[src/rtl/sdcmp_pkg.sv]
package sdcmp_pkg;

   typedef enum logic [1:0] {
      FT_FAST  = 2'd0,
      FT_SINC1 = 2'd1,
      FT_SINC2 = 2'd2,
      FT_SINC3 = 2'd3
   } sdcmp_ftype_e;

   // highest sinc order supported: integrator and comb depth
   localparam int unsigned SDCMP_STAGES = 3;

   // decimation periods needed before the window is full
   function automatic int unsigned sdcmp_need(input sdcmp_ftype_e ft);
      case (ft)
         FT_FAST:  return 2;
         FT_SINC1: return 1;
         FT_SINC2: return 2;
         default:  return 3;
      endcase
   endfunction

endpackage

[src/rtl/sdcmp_integ.sv]
module sdcmp_integ #(
   parameter int unsigned ACC_W  = 16,
   parameter int unsigned STAGES = 3
) (
   input  logic             clk,
   input  logic             rst_n,
   input  logic             restart_i,
   input  logic             bit_i,
   input  logic             bit_vld_i,
   output logic [ACC_W-1:0] acc_o [STAGES]
);

   logic [ACC_W-1:0] nxt [STAGES];

   genvar k;
   generate
      for (k = 0; k < STAGES; k++) begin : g_stage
         if (k == 0) begin : g_first
            assign nxt[k] = acc_o[k] + {{(ACC_W-1){1'b0}}, bit_i};
         end else begin : g_chain
            assign nxt[k] = acc_o[k] + nxt[k-1];
         end

         always_ff @(posedge clk or negedge rst_n) begin
            if (!rst_n) begin
               acc_o[k] <= '0;
            end else if (restart_i) begin
               acc_o[k] <= '0;
            end else if (bit_vld_i) begin
               acc_o[k] <= nxt[k];
            end
         end
      end
   endgenerate

endmodule

[src/rtl/sdcmp_decim.sv]
module sdcmp_decim #(
   parameter int unsigned RATIO_W = 5
) (
   input  logic               clk,
   input  logic               rst_n,
   input  logic               restart_i,
   input  logic               bit_vld_i,
   input  logic [RATIO_W-1:0] ratio_i,
   output logic               stb_o
);

   logic [RATIO_W-1:0] cnt_q;
   logic               last;

   assign last = (cnt_q == ratio_i);

   always_ff @(posedge clk or negedge rst_n) begin
      if (!rst_n) begin
         cnt_q <= '0;
         stb_o <= 1'b0;
      end else if (restart_i) begin
         cnt_q <= '0;
         stb_o <= 1'b0;
      end else begin
         stb_o <= bit_vld_i && last;
         if (bit_vld_i) begin
            cnt_q <= last ? '0 : cnt_q + 1'b1;
         end
      end
   end

endmodule

[src/rtl/sdcmp_comb.sv]
module sdcmp_comb
   import sdcmp_pkg::*;
#(
   parameter int unsigned ACC_W = 16
) (
   input  logic             clk,
   input  logic             rst_n,
   input  logic             restart_i,
   input  logic             stb_i,
   input  sdcmp_ftype_e     ftype_i,
   input  logic [ACC_W-1:0] acc_i [SDCMP_STAGES],
   output logic [ACC_W-1:0] res_o,
   output logic             pub_o
);

   logic [ACC_W-1:0] s [SDCMP_STAGES+1];
   logic [ACC_W-1:0] dly_q [SDCMP_STAGES];
   logic [ACC_W-1:0] dly_x_q;
   logic [1:0]       seen_q;

   // tap the integrator whose depth matches the filter order
   always_comb begin
      case (ftype_i)
         FT_SINC2: s[0] = acc_i[1];
         FT_SINC3: s[0] = acc_i[2];
         default:  s[0] = acc_i[0];
      endcase
   end

   genvar k;
   generate
      for (k = 0; k < SDCMP_STAGES; k++) begin : g_diff
         assign s[k+1] = s[k] - dly_q[k];

         always_ff @(posedge clk or negedge rst_n) begin
            if (!rst_n) begin
               dly_q[k] <= '0;
            end else if (restart_i) begin
               dly_q[k] <= '0;
            end else if (stb_i) begin
               dly_q[k] <= s[k];
            end
         end
      end
   endgenerate

   // second decimated delay: the fast shape differences over two periods
   always_ff @(posedge clk or negedge rst_n) begin
      if (!rst_n) begin
         dly_x_q <= '0;
      end else if (restart_i) begin
         dly_x_q <= '0;
      end else if (stb_i) begin
         dly_x_q <= dly_q[0];
      end
   end

   always_comb begin
      case (ftype_i)
         FT_FAST:  res_o = s[0] - dly_x_q;
         FT_SINC1: res_o = s[1];
         FT_SINC2: res_o = s[2];
         default:  res_o = s[3];
      endcase
   end

   // count decimation periods since restart until the window is full
   always_ff @(posedge clk or negedge rst_n) begin
      if (!rst_n) begin
         seen_q <= '0;
      end else if (restart_i) begin
         seen_q <= '0;
      end else if (stb_i && seen_q != 2'd3) begin
         seen_q <= seen_q + 2'd1;
      end
   end

   assign pub_o = stb_i && !restart_i &&
                  ((32'(seen_q) + 32'd1) >= sdcmp_need(ftype_i));

endmodule

[src/rtl/sdcmp_thresh.sv]
module sdcmp_thresh #(
   parameter int unsigned ACC_W = 16,
   parameter int unsigned THR_W = 15
) (
   input  logic             clk,
   input  logic             rst_n,
   input  logic             pub_i,
   input  logic [ACC_W-1:0] res_i,
   input  logic [THR_W-1:0] hi_thr_i,
   input  logic [THR_W-1:0] lo_thr_i,
   input  logic [THR_W-1:0] cross_thr_i,
   input  logic             hi_en_i,
   input  logic             lo_en_i,
   input  logic             clr_i,
   output logic [THR_W-1:0] data_o,
   output logic             vld_o,
   output logic             hi_flag_o,
   output logic             lo_flag_o,
   output logic             cross_o,
   output logic             irq_o
);

   logic [THR_W-1:0] val;
   logic             hi_hit;
   logic             lo_hit;
   logic             x_hit;

   generate
      if (ACC_W > THR_W) begin : g_clamp
         localparam logic [ACC_W-1:0] CEIL = ACC_W'({THR_W{1'b1}});
         assign val = (res_i > CEIL) ? {THR_W{1'b1}} : res_i[THR_W-1:0];
      end else begin : g_direct
         assign val = res_i[THR_W-1:0];
      end
   endgenerate

   assign hi_hit = (val >= hi_thr_i);
   assign lo_hit = (val <= lo_thr_i);
   assign x_hit  = (val >= cross_thr_i);

   always_ff @(posedge clk or negedge rst_n) begin
      if (!rst_n) begin
         data_o    <= '0;
         vld_o     <= 1'b0;
         hi_flag_o <= 1'b0;
         lo_flag_o <= 1'b0;
         cross_o   <= 1'b0;
      end else begin
         vld_o     <= pub_i;
         hi_flag_o <= (pub_i && hi_hit) || (hi_flag_o && !clr_i);
         lo_flag_o <= (pub_i && lo_hit) || (lo_flag_o && !clr_i);
         if (pub_i) begin
            data_o  <= val;
            cross_o <= x_hit;
         end
      end
   end

   assign irq_o = (hi_flag_o && hi_en_i) || (lo_flag_o && lo_en_i);

endmodule

[src/rtl/sdcmp_fast_monitor.sv]
module sdcmp_fast_monitor
   import sdcmp_pkg::*;
#(
   parameter int unsigned RATIO_W = 5,
   parameter int unsigned THR_W   = 15
) (
   input  logic               clk,
   input  logic               rst_n,
   input  logic               bit_i,
   input  logic               bit_vld_i,
   input  logic [1:0]         ftype_i,
   input  logic [RATIO_W-1:0] ratio_i,
   input  logic [THR_W-1:0]   hi_thr_i,
   input  logic [THR_W-1:0]   lo_thr_i,
   input  logic [THR_W-1:0]   cross_thr_i,
   input  logic               hi_en_i,
   input  logic               lo_en_i,
   input  logic               clr_i,
   output logic [THR_W-1:0]   cmp_data_o,
   output logic               cmp_vld_o,
   output logic               hi_flag_o,
   output logic               lo_flag_o,
   output logic               cross_o,
   output logic               irq_o
);

   // third-order growth of a ratio up to 2**RATIO_W, plus one bit
   localparam int unsigned ACC_W = SDCMP_STAGES * RATIO_W + 1;
   localparam int unsigned CFG_W = 2 + RATIO_W;

   generate
      if (RATIO_W < 1 || RATIO_W > 8) begin : g_bad_ratio
         $error("sdcmp_fast_monitor: RATIO_W must lie in 1..8");
      end
      if (THR_W < 2 || THR_W > ACC_W) begin : g_bad_thr
         $error("sdcmp_fast_monitor: THR_W must lie in 2..ACC_W");
      end
   endgenerate

   sdcmp_ftype_e     ftype;
   logic [CFG_W-1:0] cfg_q;
   logic             restart;
   logic [ACC_W-1:0] acc [SDCMP_STAGES];
   logic             stb;
   logic [ACC_W-1:0] res;
   logic             pub;

   assign ftype   = sdcmp_ftype_e'(ftype_i);
   assign restart = ({ftype_i, ratio_i} != cfg_q);

   always_ff @(posedge clk or negedge rst_n) begin
      if (!rst_n) begin
         cfg_q <= '0;
      end else begin
         cfg_q <= {ftype_i, ratio_i};
      end
   end

   sdcmp_integ #(
      .ACC_W  (ACC_W),
      .STAGES (SDCMP_STAGES)
   ) i_integ (
      .clk       (clk),
      .rst_n     (rst_n),
      .restart_i (restart),
      .bit_i     (bit_i),
      .bit_vld_i (bit_vld_i),
      .acc_o     (acc)
   );

   sdcmp_decim #(
      .RATIO_W (RATIO_W)
   ) i_decim (
      .clk       (clk),
      .rst_n     (rst_n),
      .restart_i (restart),
      .bit_vld_i (bit_vld_i),
      .ratio_i   (ratio_i),
      .stb_o     (stb)
   );

   sdcmp_comb #(
      .ACC_W (ACC_W)
   ) i_comb (
      .clk       (clk),
      .rst_n     (rst_n),
      .restart_i (restart),
      .stb_i     (stb),
      .ftype_i   (ftype),
      .acc_i     (acc),
      .res_o     (res),
      .pub_o     (pub)
   );

   sdcmp_thresh #(
      .ACC_W (ACC_W),
      .THR_W (THR_W)
   ) i_thresh (
      .clk         (clk),
      .rst_n       (rst_n),
      .pub_i       (pub),
      .res_i       (res),
      .hi_thr_i    (hi_thr_i),
      .lo_thr_i    (lo_thr_i),
      .cross_thr_i (cross_thr_i),
      .hi_en_i     (hi_en_i),
      .lo_en_i     (lo_en_i),
      .clr_i       (clr_i),
      .data_o      (cmp_data_o),
      .vld_o       (cmp_vld_o),
      .hi_flag_o   (hi_flag_o),
      .lo_flag_o   (lo_flag_o),
      .cross_o     (cross_o),
      .irq_o       (irq_o)
   );

endmodule

[config.mk]
export PLATFORM = sky130hd
export DESIGN_NAME = sdcmp_fast_monitor
export DESIGN_NICKNAME = d
export VERILOG_FILES = /design/src/rtl/sdcmp_pkg.sv /design/src/rtl/sdcmp_integ.sv /design/src/rtl/sdcmp_decim.sv /design/src/rtl/sdcmp_comb.sv /design/src/rtl/sdcmp_thresh.sv /design/src/rtl/sdcmp_fast_monitor.sv
export SDC_FILE = /design/constraint.sdc
export NUM_CORES = 1
export LEC_CHECK = 0
export ABC_AREA = 1
export BUFFER_PORTS_ARGS = -buffer_cell sky130_fd_sc_hd__buf_2
export CAP_MARGIN = 25
export CORE_MARGIN = 3
export CORE_UTILIZATION = 30
export DETAILED_ROUTE_END_ITERATION = 10
export PLACE_DENSITY = 0.55
export SLEW_MARGIN = 20
export SYNTH_ARGS = -nofsm -noshare
export SYNTH_HDL_FRONTEND = slang
export SYNTH_HIERARCHICAL = 1
export SYNTH_SLANG_ARGS = --single-unit
[constraint.sdc]
create_clock -name clk -period 13.45 [get_ports clk]
set_input_delay 2.69 -clock clk [delete_from_list [all_inputs] [get_ports clk]]
set_output_delay 2.69 -clock clk [all_outputs]
set_load 0.05 [all_outputs]
==> reports/results.txt, run 1 <==
The run finished with clean final reports. The post-cts gate resize count was 0; the number of different library cells in the post-synthesis netlist was 58. The power density relative to cell area was 107.4 nW/um2.

The final weighted congestion in routability-driven placement is 0.9268, and the count of clock tree sinks is 146. The number of standard-cell rows in the floorplan came out at 74. Clock skew on the completed layout was measured at 13.19 ps. In the final timing run, aggregate negative setup slack is 0 ps. Max-cap violations in this run came to 0.

The detailed-placement wirelength estimate was 27720 um; the final net count was 1994. Entering global routing, the biggest net connects 92 pins. The number of clock buffers added by TritonCTS is 17.

Setup violations remaining at the end of the flow were counted as 0. The post-route antenna net violation count is 0. Data on the critical path is required at its endpoint by 13790 ps.

TritonCTS built the clock tree. The tools report the total congestion overflow after global routing as 0. The count of H-tree levels built during CTS was 4; the via count of the first global-routing pass was 11168. In this run, the number of DRC markers left after iteration 0 of detailed routing was 626. In the synthesized netlist, the number of instances is 1711. The final worst-path cycle share came out at 0.7347. The initial cell density of the core is 0.3056, and the maximum fanout encountered on the critical timing path is 22.

The core region is 41020 um2. The worst flop-to-flop path endpoint was i_thresh/lo_flag_o. The critical path's slowest cell was sky130_fd_sc_hd__nand2_1.

In the layout the commonest cells are sky130_fd_sc_hd__nand2_1, sky130_fd_sc_hd__inv_1, sky130_fd_sc_hd__dfrtp_1. The run gives 0.1648 as the overall routing resource usage. The die outline area came out at 44270 um2. For the number of cells after detailed placement, the log shows 2299.

At the later pin of the worst-skew pair, clock insertion delay measures 440 ps. Endpoint of the most critical setup path: i_thresh/lo_flag_o. For the final hold violation count, the log shows 0.

The number of buffers inserted to repair setup after CTS is 0. Setup repair after global routing left no endpoint under its margin. 0 antenna diodes ended up in the layout. The minimum period implied by the final worst setup slack came out at 9882 ps. Counting every net in the synthesized netlist gives 1919.

The worst-case IR drop observed on VDD is 91.57 uV. The most numerous cell type found on the critical path is sky130_fd_sc_hd__nand2_1. The proportion of layout cells with a drive suffix above 1 came out at 0.1173. Die outline height: 210.4 um. The worst setup path is of the in2reg kind. The area growth from synthesis to layout is 12.58%.

The logs give 0 for the number of antenna violations at the first check in global routing and 0.3861 for the worst relative slew slack. After synthesis, the mean cell area works out to 7.326 um2. For the pin with the worst max-slew slack, the measured transition is 920.9 ps. The wire length per cell after detailed routing works out to 15.44 um. The post-layout worst setup margin is 3568 ps, and the total of flip-flops plus latches after synthesis is 146. CTS placed an instance of sky130_fd_sc_hd__clkbuf_16 at the clock tree root. The origin of the worst setup path was ftype_i[1]. The number of cells traversed by the worst register-to-register path works out to 39. The first TritonRoute pass finished after 5 iterations. The synthesized netlist occupies a cell area of 12530 um2. Using the TritonRoute via totals, the vias-per-cell ratio works out to 4.881. The count of final max-slew check failures is 0. The logs give 101.2 MHz for the maximum operating frequency and 79 for the number of I/O pins. For this design the static power due to leakage is 7.239 nW. The most common cell after layout, fill and taps aside was sky130_fd_sc_hd__nand2_1. The floorplan step set the die width to 210.4 um. The count of input and output buffers came out at 78. The first global-routing pass estimated 58870 um of wire. The worst setup path is captured at a flop. The longest clock path from root to sink contains 2 buffers. The proportion of synthesized chip area in sequential cells came out at 0.2915. Buffers inserted to repair hold after CTS numbered 0. STA classifies the critical path startpoint as an input pin.

The Yosys step of the flow raised 6 warnings. Delay of the slowest cell on the worst path: 590 ps. The tools report the total wire length as 35980 um.

Summing over every cut layer, the via total after detailed routing is 11378. The data arrival time of the critical path was 10220 ps. Class of the most critical hold timing path: reg2reg.

The tools report the reg-to-reg critical path startpoint as i_integ/acc_o[33]. Excluding fillers, the count of instances in the completed layout stands at 2331. Clock-pin slew was measured on the worst setup and hold paths at 60 ps. The number of DRC violations after detailed routing came out at 0. Timing analysis after detailed placement gives a worst setup slack of 3233 ps.

The run gives 6960 ps as the register-to-register path setup slack.
==> where the power goes <==
| part | switching, mW | internal, mW |
|---|---|---|
| logic | 0.368 | 0.223 |
| registers | 0.000531 | 0.440 |
| clock network | 0.206 | 0.277 |
| total | 0.575 | 0.940 |
==> worst max-delay path, delay by kind of cell <==
family | cells | cell delay [ps]
AOI/OAI and AO/OA | 7 | 1290
xor gates and xnor gates | 2 | 520
adders and majority gates | 5 | 1560
buffers and inverters | 5 | 1170
and+or+nand+nor | 23 | 2980
==> Yosys cell counts, drive strengths merged <==
| cell | count | area share |
|---|---|---|
| clkinv | 3 | 0.00090 |
| a22o | 13 | 0.0091 |
| o21bai | 7 | 0.0042 |
| xnor2 | 22 | 0.015 |
| nand3 | 83 | 0.039 |
| nand2 | 395 | 0.12 |
| a21oi | 112 | 0.047 |
| nor2 | 135 | 0.043 |
| o21ai | 108 | 0.045 |
| a21boi | 2 | 0.0012 |
| o221ai | 1 | 0.00070 |
| o31ai | 3 | 0.0018 |
| and3 | 2 | 0.0010 |
| nor4 | 1 | 0.00050 |
| o21a | 1 | 0.00060 |
| nor3 | 9 | 0.0044 |
| o22ai | 58 | 0.029 |
| a32o | 1 | 0.00080 |
| clkbuf | 23 | 0.0069 |
| nand3b | 7 | 0.0052 |
| xor2 | 36 | 0.025 |
| inv | 286 | 0.086 |
| dfrtp | 146 | 0.29 |
| a21o | 15 | 0.0090 |
| o2111ai | 12 | 0.0084 |
| a211oi | 2 | 0.0012 |
| fa | 6 | 0.0096 |
| a31o | 5 | 0.0035 |
| o211ai | 1 | 0.00060 |
| and2 | 5 | 0.0027 |
| or2 | 26 | 0.014 |
| a31oi | 4 | 0.0020 |
| mux2 | 14 | 0.015 |
| buf | 7 | 0.0039 |
| ha | 143 | 0.14 |
| nand4 | 16 | 0.0080 |
| nor3b | 1 | 0.00060 |
==> routing by layer <==
metal / routed length [um] / share of wire / global-route usage
met4: 515 / 0.014 / 0.04296
met2: 16490 / 0.46 / 0.2700
met1: 17760 / 0.49 / 0.2302
met3: 1225 / 0.034 / 0.02203
met5: 0 / 0 / 0
==> state kept, by name, summed over array words and instances, names as in the netlist <==
register            flops
cfg_q                   7
i_thresh/data_o        15
i_comb/dly_q           48
i_thresh/hi_flag_o      1
i_decim/stb_o           1
i_thresh/cross_o        1
i_integ/acc_o          48
i_thresh/vld_o          1
i_comb/seen_q           2
i_thresh/lo_flag_o      1
i_comb/dly_x_q         16
i_decim/cnt_q           5
==> metrics by stage <==
stage	util	cell area, um2	power, mW	hold slack, ps
floorplan	-	12530	0.8836	459.4
global placement	0.3299	13530	1.024	479.2
detailed placement	0.3299	13530	1.031	488.2
CTS	0.3440	14110	1.524	504.5
global route	0.3440	14110	1.628	529.5
finish	0.3440	14110	1.516	495.9
==> final cells by class <==
class                           count  area (um2)
Fill cell                        4405       26910
Multi-Input combinational cell   1246        7672
Sequential cell                   146        3654
Inverter                          289        1085
Tap cell                          532       665.6
Timing Repair Buffer               86       456.7
Clock buffer                       19       442.9
Clock inverter                     13       135.1
==> worst min-delay path by stage <==
| stage | from | to | cells past startpoint |
|---|---|---|---|
| 5_1_grt | i_thresh/data_o[8] | i_thresh/data_o[8] | 1 |
| 3_5_place_dp | i_comb/dly_q[16] | i_comb/dly_q[16] | 2 |
| 2_1_floorplan | i_comb/dly_q[0] | i_comb/dly_q[0] | 2 |
| 3_3_place_gp | i_comb/dly_q[16] | i_comb/dly_q[16] | 2 |
| 6_report | i_comb/dly_q[16] | i_comb/dly_q[16] | 2 |
| 4_1_cts | i_comb/dly_q[16] | i_comb/dly_q[16] | 2 |
==> kinds of logic after synthesis <==
logic type	Yosys count	synth area share
AND/OR/NAND/NOR	680	0.2392
AO/OA/AOI/OAI	345	0.1639
buffers and inverters	319	0.09732
adder cells (fa/ha/maj)	149	0.1523
flip-flops	146	0.2915
XOR/XNOR	58	0.04053
multiplexers	14	0.01527
Note: power is estimated with default switching activity, not from simulation.
==> run 2: changes to the inputs <==
==> constraint.sdc (replaced) <==
create_clock -name clk -period 10.1 [get_ports clk]
set_input_delay 2.02 -clock clk [delete_from_list [all_inputs] [get_ports clk]]
set_output_delay 2.02 -clock clk [all_outputs]
set_load 0.05 [all_outputs]
==> run 2 against run 1 <==
Compared with the run above:
- total power up 35%
- design area up 0.43%
- die area unchanged
- first-iteration DRC count up 9.3%
- sequential share of layout area down 0.11 points
- clock skew up 2.1 ps
- sequential power up 33%
- routed wire length up 3.2%
- non-clock buffer count up 3
- utilization up 0.15 points
- largest power group unchanged
- highest routed layer unchanged
==> reports/results.txt, run 2 (same netlist as run 1, synthesis figures left out) <==
Width of the die: 210.4 um. Once layout is complete, the cells apart from fillers number 2334. The fraction of power spent switching nets is 0.3865, and the proportion of layout cells with a drive suffix above 1 is 0.1193.

At the pin with the least slew margin, the transition time is 887.4 ps. At the end of routability-driven placement, the weighted congestion stood at 0.9391. The first detailed-routing pass took 5 iterations. The wire length per cell after detailed routing was 15.91 um.

The count of final max-slew check failures is 0. The clock tree root buffer cell is sky130_fd_sc_hd__clkbuf_16. The first-iteration detailed-routing DRC count was 684. The worst register-to-register path has a setup slack of 3430 ps.

Detailed placement finished with a half-perimeter wire length of 28500 um. The critical path is of the in2reg type. The maximum fanout encountered on the critical timing path works out to 22. On the critical path, the stage with the largest delay is an instance of sky130_fd_sc_hd__buf_2. In the routed layout, each cell is associated on average with a via count of 4.901.

Setup repair after global routing left no endpoint under its margin. The later pin in the worst-skew pair is clocked with a latency of 460 ps. Area growth from synthesis to layout: 13.06%.

The floorplan step defined a die boundary enclosing 44270 um2. Cell-internal power: 1.255 mW. Tracing the worst setup path back leads to its startpoint at ftype_i[1]. Buffers placed on the I/O ports in this run total 78. The number of I/O pins was 79.

The tools report the initial cell density of the core as 0.3056. Data on the critical path is required at its endpoint by 10450 ps. The most common cell after layout, fill and taps aside is sky130_fd_sc_hd__nand2_1. Summed over all nets, the switching power comes to 790.8 uW. The via count of the first global-routing pass is 11244. Based on the critical path, the design can be clocked at up to 113.9 MHz. The wire length of the first global-routing pass is 59780 um, and the total power is 2.046 mW.

The routed layout has 11438 vias. The part of the power in the clock network was 0.328; the final worst-path cycle share was 0.8691. The combinational share of power is 0.385, and the number of buffers inserted to repair setup after CTS is 0. VDD sags by at most 126.0 uV. Type of element capturing the critical path: a flop. The sequential fraction of design power was 0.287; the post-cts gate resize count was 0. The count of nets left with antenna violations once routing finished came out at 0. Row generation in the floorplan step produced 74 rows. The floorplan step set the die height to 210.4 um.

The worst register-to-register path begins at i_integ/acc_o[33]. Counting tap cells, the placed design contains a total of 2302 instances. The cell seen most often among critical-path stages is sky130_fd_sc_hd__nand2_1.

Power density relative to cell area: 144.4 nW/um2. The worst setup path is launched from an input pin. Clock-pin slew was measured on the worst setup and hold paths at 70 ps. The final cell utilization of the core is 0.3455.

The H-tree was split into 4 levels. The run finished with clean final reports. TritonCTS built the clock tree. Entering global routing, the biggest net connects 71 pins. The repair_antennas step left the layout with diodes totalling 0.

For the count of clock tree sinks, the log shows 146. The number of cells traversed by the worst register-to-register path was 36; the number of buffers inserted during clock tree synthesis was 17. In this run the critical register-to-register path is captured at i_thresh/cross_o. Number of antenna violations at the first check in global routing: 0. The max capacitance violation total was 0.

In the final layout, the registers with the most flip-flops are i_comb/dly_q (48), i_integ/acc_o (48), i_comb/dly_x_q (16). The critical path ends at i_thresh/cross_o. The final setup violation count is 0. For the final database, setup skew stands at 15.32 ps. Final net count: 1997.

The quantity of hold-fixing buffers added after cts came out at 0. For this run, the slowest stage of the critical path takes 450 ps. In the layout the commonest cells are sky130_fd_sc_hd__nand2_1, sky130_fd_sc_hd__inv_1, sky130_fd_sc_hd__dfrtp_1. The tools report the total wire length as 37150 um. Summed over all cells, the static leakage comes to 7.275 nW. Summed over all layers, the global routing overflow is 0.

The final hold violation count was 0; the minimum period implied by the final worst setup slack was 8778 ps. Counting the fill cells in the layout gives 4351. After routing, the total negative slack on setup checks comes to 0 ps. Overall routing resource usage: 0.1686. STA puts the critical path data arrival time at 9130 ps. The longest clock path from root to sink contains 2 buffers. The tightest min-delay check is of the reg2reg type. Number of DRC violations after detailed routing: 0.

The worst relative slew slack is 0.4078, and the area inside the core boundary is 41020 um2.
==> run 2: worst min-delay path by stage <==
stage	startpoint	endpoint	slack, ps	cells after the start
6_report	i_comb/dly_q[16]	i_comb/dly_q[16]	500	2
5_1_grt	i_comb/dly_q[16]	i_comb/dly_q[16]	520	2
4_1_cts	i_comb/dly_q[16]	i_comb/dly_q[16]	510	2
3_5_place_dp	i_comb/dly_q[16]	i_comb/dly_q[16]	490	2
3_3_place_gp	i_comb/dly_q[0]	i_comb/dly_q[0]	480	2
2_1_floorplan	i_comb/dly_q[0]	i_comb/dly_q[0]	460	2
==> run 2: power groups by stage <==
stage	combinational (mW)	clock (mW)	sequential, mW
CTS	0.788	0.688	0.586
global placement	0.774	0	0.598
floorplan	0.579	0	0.598
finish	0.789	0.671	0.587
global route	0.903	0.712	0.586
detailed placement	0.782	0	0.598
==> run 2: layout make-up <==
type                            instances  area [um2]  area share
Multi-Input combinational cell       1246        7672      0.5414
Timing Repair Buffer                   89       499.2     0.03523
Clock buffer                           17       425.4     0.03002
Tap cell                              532       665.6     0.04697
Sequential cell                       146        3654      0.2578
Inverter                              289        1085     0.07655
Clock inverter                         15       170.2     0.01201
==> run 2: worst max-delay path, delay by kind of cell <==
family | cells | cell delay (ps)
fa+ha+maj | 5 | 1600
buf+inv | 3 | 950
simple gates | 18 | 2370
xor+xnor | 1 | 300
compound gates | 12 | 1860
==> run 2: routing by layer <==
layer	routed length [um]	track usage	vias to the layer above
li1	-	-	5798
met1	17910	0.2315	5383
met2	16980	0.2780	221
met3	1491	0.02485	36
met4	755	0.04711	0
met5	0	0	-
==> run 2: metrics by stage <==
step / hold WS, ps / setup WS [ps] / area (um2)
finish: 497.0 / 1322 / 14170
global route: 524.9 / 354.0 / 14170
CTS: 506.0 / 1403 / 14170
detailed placement: 488.9 / 958.9 / 13580
global placement: 476.7 / 1116 / 13540
floorplan: 459.4 / 2574 / 12530
==> run 3: changes to the inputs <==
--- a/config.mk
+++ b/config.mk
@@ -11,9 +11,9 @@
 export CORE_MARGIN = 3
 export CORE_UTILIZATION = 30
 export DETAILED_ROUTE_END_ITERATION = 10
+export MAX_ROUTING_LAYER = met4
 export PLACE_DENSITY = 0.55
 export SLEW_MARGIN = 20
 export SYNTH_ARGS = -nofsm -noshare
 export SYNTH_HDL_FRONTEND = slang
-export SYNTH_HIERARCHICAL = 1
 export SYNTH_SLANG_ARGS = --single-unit
==> constraint.sdc (replaced) <==
create_clock -name clk -period 8.9 [get_ports clk]
set_input_delay 1.78 -clock clk [delete_from_list [all_inputs] [get_ports clk]]
set_output_delay 1.78 -clock clk [all_outputs]
set_load 0.05 [all_outputs]
==> run 3 against run 2 <==
Compared with the run above:
- sequential power rose by 13%
- critical endpoint is now i_thresh.cross_o
- critical path type unchanged
- non-clock buffer count grew 6
- largest cell class unchanged
- total power grew 11%
- largest power group unchanged
==> reports/results.txt, run 3 <==
The clock-pin slew reported for the worst setup and hold paths after clock tree synthesis works out to 60 ps. The simple-gate share of the synthesized area is 0.2137, and the quantity of hold-fixing buffers added after cts is 0. The footprint of the multi-input gates is 7351 um2. The mean instance size in the synthesized netlist was 7.341 um2; the number of different library cells in the post-synthesis netlist was 55. Leakage component of the power: 7.058 nW. The total negative slack for setup checks came out at 0 ps.

Total inserted antenna cells: 0. Yosys mapped a number of flops with a built-in enable equal to 0. The critical path's slowest cell was sky130_fd_sc_hd__fa_1.

Summing all flip-flop and latch instances after layout gives 3654 um2. In the final layout, the registers with the most flip-flops are i_comb.dly_q (48), i_integ.acc_o (48), i_comb.dly_x_q (16). The non-filler instance count after layout came out at 2284. For this design, the sink count on the clock tree is 146. Maximum operating frequency: 124.1 MHz. Pin placement for this block handled 79 I/O pins. For this run, the post-layout net count is 1952.

For the first-pass iteration count of the detailed router, the log shows 5. Setup repair after global routing left no endpoint under its margin. The mapped netlist covers 12220 um2. The xor/xnor share of the synthesized area was 0.04517. The combinational share of power is 0.369, and the async set-or-reset flop fraction in the synthesized netlist is 1.000. Dividing the detail-routed wire length by the instance count gives 16.27 um.

After detailed routing, the number of remaining DRC violations is 0. TritonCTS built the clock tree. The cell taking the most area after synthesis was sky130_fd_sc_hd__dfrtp_1. The die outline area was 43170 um2; the share of cell area taken by muxes after synthesis was 0.0008194. The run gives 73 as the number of standard-cell rows in the floorplan.

The analysis attributes to net switching a power of 862.4 uW. The die is 207.8 um wide. The worst path in the final design needs a cycle of 8056 ps, including I/O delays and setup.

Count of final max-slew check failures: 0. By area the synthesized netlist is led by sky130_fd_sc_hd__dfrtp_1, sky130_fd_sc_hd__ha_1, sky130_fd_sc_hd__nand2_1. Using the TritonRoute via totals, the vias-per-cell ratio works out to 5.007. Counting stages on the worst path, the most repeated cell is sky130_fd_sc_hd__nand2_1. The maximum fanout encountered on the critical timing path is 15. The type of element launching the critical path is an input pin. The initial cell density of the core was 0.3053.

After synthesis the netlist holds a flip-flop and latch count of 146. Setup violations remaining at the end of the flow were counted as 0. Counting every instance in the synthesized netlist gives 1664. In this run the cell area measured after placement is 13230 um2. Data arrives at the worst endpoint at 8370 ps. Once layout is done, the placed cells without fillers occupy 13910 um2. The compound-cell area share of the yosys netlist was 0.1855; the post-route antenna net violation count was 0. STA puts the critical path data required time at 9210 ps. The adder-cell share of the synthesized area came out at 0.1543. In this run the tool buffered the top-level ports with 78 buffer cells. After floorplanning, the core was sized to cover 40010 um2. Worst relative slew slack: 0.3888. Summed over all layers, the routed wires come to 37150 um. The final weighted congestion in routability-driven placement was 0.9666; the final worst-path cycle share was 0.9052. The detailed router finished its first iteration with 682 violations. At the pin with the least slew margin, the transition time is 916.8 ps.

The number of antenna violations at the first check in global routing came out at 0. The number of placed instances, taps included, is 2249. The type of element capturing the critical path was a flop. The top cell types in the final layout, fill and taps aside, are sky130_fd_sc_hd__nand2_1, sky130_fd_sc_hd__inv_1, sky130_fd_sc_hd__dfrtp_1. For this run the aggregate overflow at the end of global routing stands at 0. The count of yosys warnings during synthesis was 0.

The tree is rooted in a sky130_fd_sc_hd__clkbuf_16. The final cell utilization of the core is 0.3478, and the total power is 2.280 mW. Across all setup checks in the final design, the least slack found is 843.8 ps. The HPWL after detailed placement is 28880 um. The internal power of the cells totals 1.417 mW. Synthesis produced a netlist with a net count of 1870.

The area growth from synthesis to layout came out at 13.91%. Most instantiated flip-flop cell in the synthesis netlist: sky130_fd_sc_hd__dfrtp_1. The fraction of power spent switching nets works out to 0.3783.

The via count of the first global-routing pass came out at 11499. The largest single stage delay on the critical path is 450 ps. The run finished with clean final reports. Critical path class: in2reg. The library cell used most frequently in the layout, excluding fill and tap cells, is sky130_fd_sc_hd__nand2_1. The dominant combinational cell family by area after synthesis was simple AND/OR/NAND/NOR gates.

For the proportion of synthesized chip area in sequential cells, the log shows 0.2991. The run gives 0.339 as the part of the power in the clock network. The most used standard cell by instance count after synthesis was sky130_fd_sc_hd__nand2_1. The overall routing resource usage came out at 0.1781. The final hold violation count is 0.

The number of buffers inserted during clock tree synthesis is 17, and the clock tree skew after final layout is 20.61 ps. In this run the worst hold path is classified as reg2reg. The peak supply drop was 132.7 uV; the number of fillers in the final layout was 4308.

The commonest cells after synthesis are sky130_fd_sc_hd__nand2_1, sky130_fd_sc_hd__inv_1, sky130_fd_sc_hd__dfrtp_1, sky130_fd_sc_hd__ha_1, sky130_fd_sc_hd__a21oi_1. The count of H-tree levels built during CTS is 4, and the proportion of layout cells with a drive suffix above 1 is 0.1023. The longest clock path from root to sink contains 2 buffers. The sequential fraction of design power was 0.292; the max capacitance violation total was 0. Before CTS, the worst setup slack after placement is 121.9 ps.

The tools report the insertion delay of the later-clocked pin in the worst-skew pair as 450 ps. The share of the synthesized area in the top cell type is 0.2991, and the largest net degree at the start of global routing is 80. For the wire length of the first global-routing pass, the log shows 60630 um. In this run the vertical extent of the chip is 207.8 um.

The run gives 11435 as the overall via count from detail_route. The power density relative to cell area is 163.8 nW/um2, and the worst hold margin is 475.1 ps.
-- run 3: cell types whose count changed after synthesis, sizes merged, moves of 14 or more --
cell | previous run | this run
mux2 | 14 | 0
nand3 | 83 | 104
or2 | 26 | 10
nor2 | 135 | 97
xor2 | 36 | 50
o22ai | 58 | 76
nand2 | 395 | 346
a21oi | 112 | 126
-- run 3: power groups by stage --
| stage | Combinational (mW) | Sequential [mW] | Clock, mW |
|---|---|---|---|
| global route | 0.962 | 0.666 | 0.822 |
| finish | 0.841 | 0.666 | 0.772 |
| floorplan | 0.601 | 0.680 | 0 |
| global placement | 0.831 | 0.679 | 0 |
| detailed placement | 0.830 | 0.679 | 0 |
| CTS | 0.834 | 0.666 | 0.793 |
-- run 3: final cells by class --
cell class | instances | share of cell area
repair buffers | 95 | 0.03849
clock inverters | 13 | 0.01241
flip-flops and latches | 146 | 0.2626
multi-input cells | 1196 | 0.5283
inverters | 290 | 0.07850
clock buffers | 19 | 0.03255
well taps | 525 | 0.04721
-- run 3: worst max-delay path: cells and delay by family --
kind,cells,cell delay [ps]
compound gates,12,2150
fa+ha+maj,4,1450
simple gates,22,2220
buf+inv,6,740
-- run 3: per-layer routing --
layer	wire, um	share of wire	global-route usage	vias up
met5	0	0	-	-
met4	1081	0.029	0.06068	0
met1	17410	0.47	0.2309	5419
li1	-	-	-	5724
met3	1410	0.038	0.02524	47
met2	17250	0.46	0.2863	245
-- run 3: path summary, 6_finish.rpt --
check / start / endpoint / slack [ps] / cells past startpoint
setup / recovery: ftype_i[0] / i_thresh.cross_o / 840 / 44
hold / removal: i_thresh.data_o[12] / i_thresh.data_o[12] / 480 / 2
setup reg to reg: i_integ.acc_o[1] / i_thresh.cross_o / 2350 / 42
hold reg to reg: i_thresh.data_o[12] / i_thresh.data_o[12] / 480 / 2
max in group asynchronous: rst_n / i_integ.acc_o[30] / 6090 / 2
min in group asynchronous: rst_n / i_comb.dly_q[5] / 1390 / 1
-- run 3: repair_timing --
item                                    in CTS  in global routing
resized for setup                            0                  9
endpoints found under the setup margin       0                  3
buffers inserted                             0                  3
hold endpoints to repair                     0                  0
-- run 3: cell families after synthesis --
kind of cell | after synthesis
compound gates | 389
xor+xnor | 63
fa+ha+maj | 147
simple gates | 596
flops | 146
buf+inv | 322
mux | 1
